--- src/rtl/wp_unlock_pkg.sv ---
package wp_unlock_pkg;
  localparam int SCR_NUM = 3;

  typedef struct packed {
    logic               wrKey0;
    logic               wrKey1;
    logic [SCR_NUM-1:0] wrScr;
    logic               selKey0;
    logic               selKey1;
    logic [SCR_NUM-1:0] selScr;
  } wpStrobes_t;
endpackage

--- src/rtl/wp_unlock_ctrl.sv ---
module wp_unlock_ctrl
  import wp_unlock_pkg::*;
#(
  parameter int              ADDR_W    = 8,
  parameter logic [ADDR_W-1:0] KEY0_OFFS = 8'h6C,
  parameter logic [ADDR_W-1:0] KEY1_OFFS = 8'h70,
  parameter logic [ADDR_W-1:0] SCR_BASE  = 8'h60
) (
  input  logic [ADDR_W-1:0] busAddr,
  input  logic              busWr,
  input  logic              unlocked,
  output wpStrobes_t        strobes,
  output logic              protWrEn
);
  logic isKey;

  assign strobes.selKey0 = (busAddr == KEY0_OFFS);
  assign strobes.selKey1 = (busAddr == KEY1_OFFS);
  assign strobes.wrKey0  = busWr & strobes.selKey0;
  assign strobes.wrKey1  = busWr & strobes.selKey1;
  assign isKey           = strobes.selKey0 | strobes.selKey1;

  for (genvar i = 0; i < SCR_NUM; i++) begin : g_scr
    localparam logic [ADDR_W-1:0] SCR_OFFS = ADDR_W'(SCR_BASE + 4 * i);
    assign strobes.selScr[i] = (busAddr == SCR_OFFS);
    assign strobes.wrScr[i]  = busWr & unlocked & strobes.selScr[i];
  end

  assign protWrEn = busWr & unlocked & ~isKey;
endmodule

--- src/rtl/wp_unlock_datapath.sv ---
module wp_unlock_datapath
  import wp_unlock_pkg::*;
#(
  parameter int                DATA_W     = 32,
  parameter logic [DATA_W-1:0] KEY0_MAGIC = 32'h83E7_0B13,
  parameter logic [DATA_W-1:0] KEY1_MAGIC = 32'h95A4_F1E0
) (
  input  logic              clk,
  input  logic              rstN,
  input  wpStrobes_t        strobes,
  input  logic [DATA_W-1:0] busWData,
  output logic [DATA_W-1:0] busRData,
  output logic              unlocked
);
  logic [DATA_W-1:0] key0Q, key1Q;
  logic [DATA_W-1:0] scrQ [SCR_NUM];

  always_ff @(posedge clk) begin
    if (!rstN) begin
      key0Q <= '0;
      key1Q <= '0;
    end else begin
      if (strobes.wrKey0) key0Q <= busWData;
      if (strobes.wrKey1) key1Q <= busWData;
    end
  end

  for (genvar i = 0; i < SCR_NUM; i++) begin : g_scr
    always_ff @(posedge clk) begin
      if (!rstN)                 scrQ[i] <= '0;
      else if (strobes.wrScr[i]) scrQ[i] <= busWData;
    end
  end

  assign unlocked = (key0Q == KEY0_MAGIC) && (key1Q == KEY1_MAGIC);

  always_comb begin
    busRData = '0;
    if (strobes.selKey0) busRData = key0Q;
    if (strobes.selKey1) busRData = key1Q;
    for (int i = 0; i < SCR_NUM; i++)
      if (strobes.selScr[i]) busRData = scrQ[i];
  end
endmodule

--- src/rtl/wp_unlock_gate.sv ---
module wp_unlock_gate
  import wp_unlock_pkg::*;
#(
  parameter int                ADDR_W     = 8,
  parameter int                DATA_W     = 32,
  parameter logic [ADDR_W-1:0] KEY0_OFFS  = 8'h6C,
  parameter logic [ADDR_W-1:0] KEY1_OFFS  = 8'h70,
  parameter logic [ADDR_W-1:0] SCR_BASE   = 8'h60,
  parameter logic [DATA_W-1:0] KEY0_MAGIC = 32'h83E7_0B13,
  parameter logic [DATA_W-1:0] KEY1_MAGIC = 32'h95A4_F1E0
) (
  input  logic              clk,
  input  logic              rstN,
  input  logic [ADDR_W-1:0] busAddr,
  input  logic              busWr,
  input  logic [DATA_W-1:0] busWData,
  output logic [DATA_W-1:0] busRData,
  output logic              protWrEn,
  output logic              unlocked
);
  wpStrobes_t strobes;

  wp_unlock_ctrl #(
    .ADDR_W(ADDR_W), .KEY0_OFFS(KEY0_OFFS), .KEY1_OFFS(KEY1_OFFS), .SCR_BASE(SCR_BASE)
  ) ctrl_i (
    .busAddr(busAddr), .busWr(busWr), .unlocked(unlocked),
    .strobes(strobes), .protWrEn(protWrEn)
  );

  wp_unlock_datapath #(
    .DATA_W(DATA_W), .KEY0_MAGIC(KEY0_MAGIC), .KEY1_MAGIC(KEY1_MAGIC)
  ) dp_i (
    .clk(clk), .rstN(rstN), .strobes(strobes), .busWData(busWData),
    .busRData(busRData), .unlocked(unlocked)
  );
endmodule

--- config.mk ---
export PLATFORM = sky130hd
export DESIGN_NAME = wp_unlock_gate
export DESIGN_NICKNAME = d
export VERILOG_FILES = /design/src/rtl/wp_unlock_pkg.sv /design/src/rtl/wp_unlock_ctrl.sv /design/src/rtl/wp_unlock_datapath.sv /design/src/rtl/wp_unlock_gate.sv
export SDC_FILE = /design/constraint.sdc
export NUM_CORES = 1
export LEC_CHECK = 0
export BUFFER_PORTS_ARGS = -buffer_cell sky130_fd_sc_hd__buf_4
export CORE_MARGIN = 3
export CORE_UTILIZATION = 45
export DETAILED_ROUTE_END_ITERATION = 6
export PLACE_DENSITY = 0.66
export SLEW_MARGIN = 10
export SYNTH_ARGS = -nofsm -noshare
export SYNTH_HDL_FRONTEND = slang
export SYNTH_SLANG_ARGS = --single-unit
--- constraint.sdc ---
create_clock -name clk -period 5.3 [get_ports clk]
set_input_delay 0.795 -clock clk [delete_from_list [all_inputs] [get_ports clk]]
set_output_delay 0.795 -clock clk [all_outputs]
set_load 0.05 [all_outputs]
==> flow_summary.yaml <==
global_route:
  grt_pass1_vias: 6556
  grt_overflow: 0
  grtUsageTotal: 0.250
  grt_pass1_wl_um: 38900
  grt_max_degree: 72
  antenna_found_initial: 0
worst_setup_path:
  start_kind: "register"
  cp_max_fo: 35
  critPathCaptureType: "primary output"
  worstSetupPathType: "reg2out"
  cp.arrival_ns: 3.27
  cp.required_ns: 4.51
power_and_ir_drop:
  peakVddDrop_v: 0.000237
  finalPower_mw: 2.93
  p_leak_nw: 3.19
  power.density_nw_per_um2: 298
final_layout:
  final_core_util: 0.541
  design_area_um2: 9820
  n_antenna_cell: 0
  area.growth.synth_to_final_pct: 16.8
  fill_cells: 1651
  fin_nets: 945
  layout-drive-gt1-share: 0.199
placed_design:
  gp_congestion: 0.813
  place_area_um2: 9160
  io_buffers: 76
  place_hpwl_um: 14700
  pre_cts_ws_ns: 1.44
floorplan:
  initial_core_util: 0.463
  die_w_um: 143
  core.rowCount: 49
  io_pins: 77
  die_h_um: 143
  die-area_um2: 20300
  core_um2: 18100
timing:
  fin_crit_ns: 4.07
  setup_viol: 0
  max-slew-margin-rel: 0.418
  grt_setup_unrepaired: "no"
  clock_skew_ns: 0.0112
  fmax_ghz: 0.246
  fin_ws_ns: 1.23
  worst_slew_pin_slew_ns: 0.870
  final.period_utilization: 0.768
  finalMaxSlewViolations: 0
  hold_viol_final: 0
  finalSetupTns_ns: 0
outcome:
  outcome: "completed"
yosys:
  syn_inst: 870
  avgSynthCellArea_um2: 9.66
  ys_seq_area_frac: 0.496
  synth_cell_types: 45
  synth_area_um2: 8400
  synth_nets: 913
  synth_seq_cells: 160
  yosysWarningCount: 0
routing:
  first_pass_iters: 5
  routedWlPerCell_um: 21.7
  drc_errors: 0
  routed_wl_um: 24900
  avgViaCountPerCell: 5.96
  drt_first_iter_violations: 744
  ant_nets: 0
  vias: 6814
clock_network:
  clk_pin_slew_worst_paths_ns: 0.07
  postCtsSetupBuffers: 0
  clockRootBuffer: "clkbuf_16"
  cts_resized: 0
  clock-sinks: 160
  clock_latency_ns: 0.44
  numCtsBuffers: 17
  cts_hold_buf: 0
  cts_buffer_depth: 2
  cts_tree: "yes"
  htreeDepth: 4
flow_run:
  cap_viol_max_count: 0
hold_path:
  min_path_type: "reg2reg"
## worst max-delay path: stages, from the launching register on
cell and delay [ns]:
dfxtp_1 0.35, or4bb_1 0.56, nor4_2 0.48, nand2_2 0.61, nor3_1 0.54, buf_4 0.28
## through the flow
| stage | hold slack, ns | instances |
|---|---|---|
| floorplan | 0.451 | 870 |
| global placement | 0.462 | 1112 |
| detailed placement | 0.470 | 1112 |
| CTS | 0.478 | 1144 |
| global route | 0.505 | 1144 |
| finish | 0.475 | 1144 |
## final timing paths
check	start	to	cells past startpoint	slack [ns]
setup / recovery	dp_i.key1Q[31]	protWrEn	5	1.23
hold / removal	dp_i.key1Q[18]	dp_i.key1Q[18]	2	0.48
setup reg to reg	dp_i.key1Q[31]	dp_i.scrQ[0][14]	5	1.90
hold reg to reg	dp_i.key1Q[18]	dp_i.key1Q[18]	2	0.48
## synthesized netlist by cell type (all sizes together)
master    n  area share
or4b      3      0.0040
o21bai    5      0.0045
nand2b    3      0.0022
and4      3      0.0031
nand4     3      0.0022
nor4bb    5      0.0060
a21boi   32       0.029
buf      25       0.016
or2       1     0.00075
nand2    70       0.032
nor2      9      0.0040
nand4bb   3      0.0040
and2     25       0.019
nand3b   25       0.022
dfxtp    64        0.15
clkbuf   62       0.028
a22oi    25       0.022
nor3b     1      0.0015
nand4b    2      0.0021
nor4b     3      0.0031
o21ai    55       0.033
a21oi    28       0.017
or4bb     1      0.0013
and4bb    1      0.0015
nor3     98       0.076
nor2b    34       0.025
edfxtp   96        0.34
inv      34       0.015
nor4      4      0.0073
a211oi    5      0.0045
a2bb2oi   5      0.0052
nand3    72       0.043
mux2      5      0.0067
mux2i    34       0.041
o22ai    25       0.019
o41ai     2      0.0021
o311a     2      0.0024
## cell type report
| type | instances | area [um^2] | area share |
|---|---|---|---|
| Inverter | 34 | 128 | 0.0130 |
| Tap cell | 229 | 287 | 0.0292 |
| Sequential cell | 160 | 4160 | 0.424 |
| Clock buffer | 19 | 443 | 0.0451 |
| Timing Repair Buffer | 100 | 763 | 0.0778 |
| Multi-Input combinational cell | 589 | 3820 | 0.389 |
| Clock inverter | 13 | 211 | 0.0215 |
## registers in the layout, indices dropped and copies added, names as in the netlist
signal	count
dp_i.key0Q	32
dp_i.key1Q	32
dp_i.scrQ	96
## report_power, final
| part | total [mW] | switching (mW) | internal, mW |
|---|---|---|---|
| Sequential | 1.36 | 0.0104 | 1.35 |
| Clock | 1.37 | 0.522 | 0.850 |
| Combinational | 0.194 | 0.131 | 0.0634 |
| Total | 2.93 | 0.663 | 2.27 |
## kinds of logic (layout without fill, tap and decap cells)
logic type      Yosys count  count (layout)  share of synthesized area
simple gates            366             366                      0.260
buf+inv                 121             166                     0.0593
mux                      39              39                     0.0472
compound gates          184             184                      0.138
flops                   160             160                      0.496
## per-layer routing
metal | vias up | wire, um | GRT usage | part of all wire
met1 | 3270 | 10500 | 0.345 | 0.42
met3 | 39 | 1920 | 0.0506 | 0.077
met4 | 0 | 491 | 0.0765 | 0.020
met5 | - | 0 | 0 | 0
met2 | 276 | 11900 | 0.400 | 0.48
li1 | 3229 | - | - | -
## cell usage in the layout (no fill, tap or decap), types with 8 or more instances in the layout
| cell | n |
|---|---|
| a21boi_0 | 32 |
| a21oi_1 | 28 |
| a22oi_1 | 25 |
| and2_1 | 25 |
| buf_4 | 99 |
| clkbuf_16 | 17 |
| dfxtp_1 | 64 |
| edfxtp_1 | 96 |
| inv_1 | 34 |
| mux2i_1 | 34 |
| nand2_1 | 69 |
| nand3_1 | 72 |
| nand3b_1 | 25 |
| nor2_1 | 8 |
| nor2b_1 | 33 |
| nor3_1 | 67 |
| nor3_2 | 31 |
| o21ai_0 | 54 |
| o22ai_1 | 25 |
No activity file was read; power rests on OpenSTA's default activity.
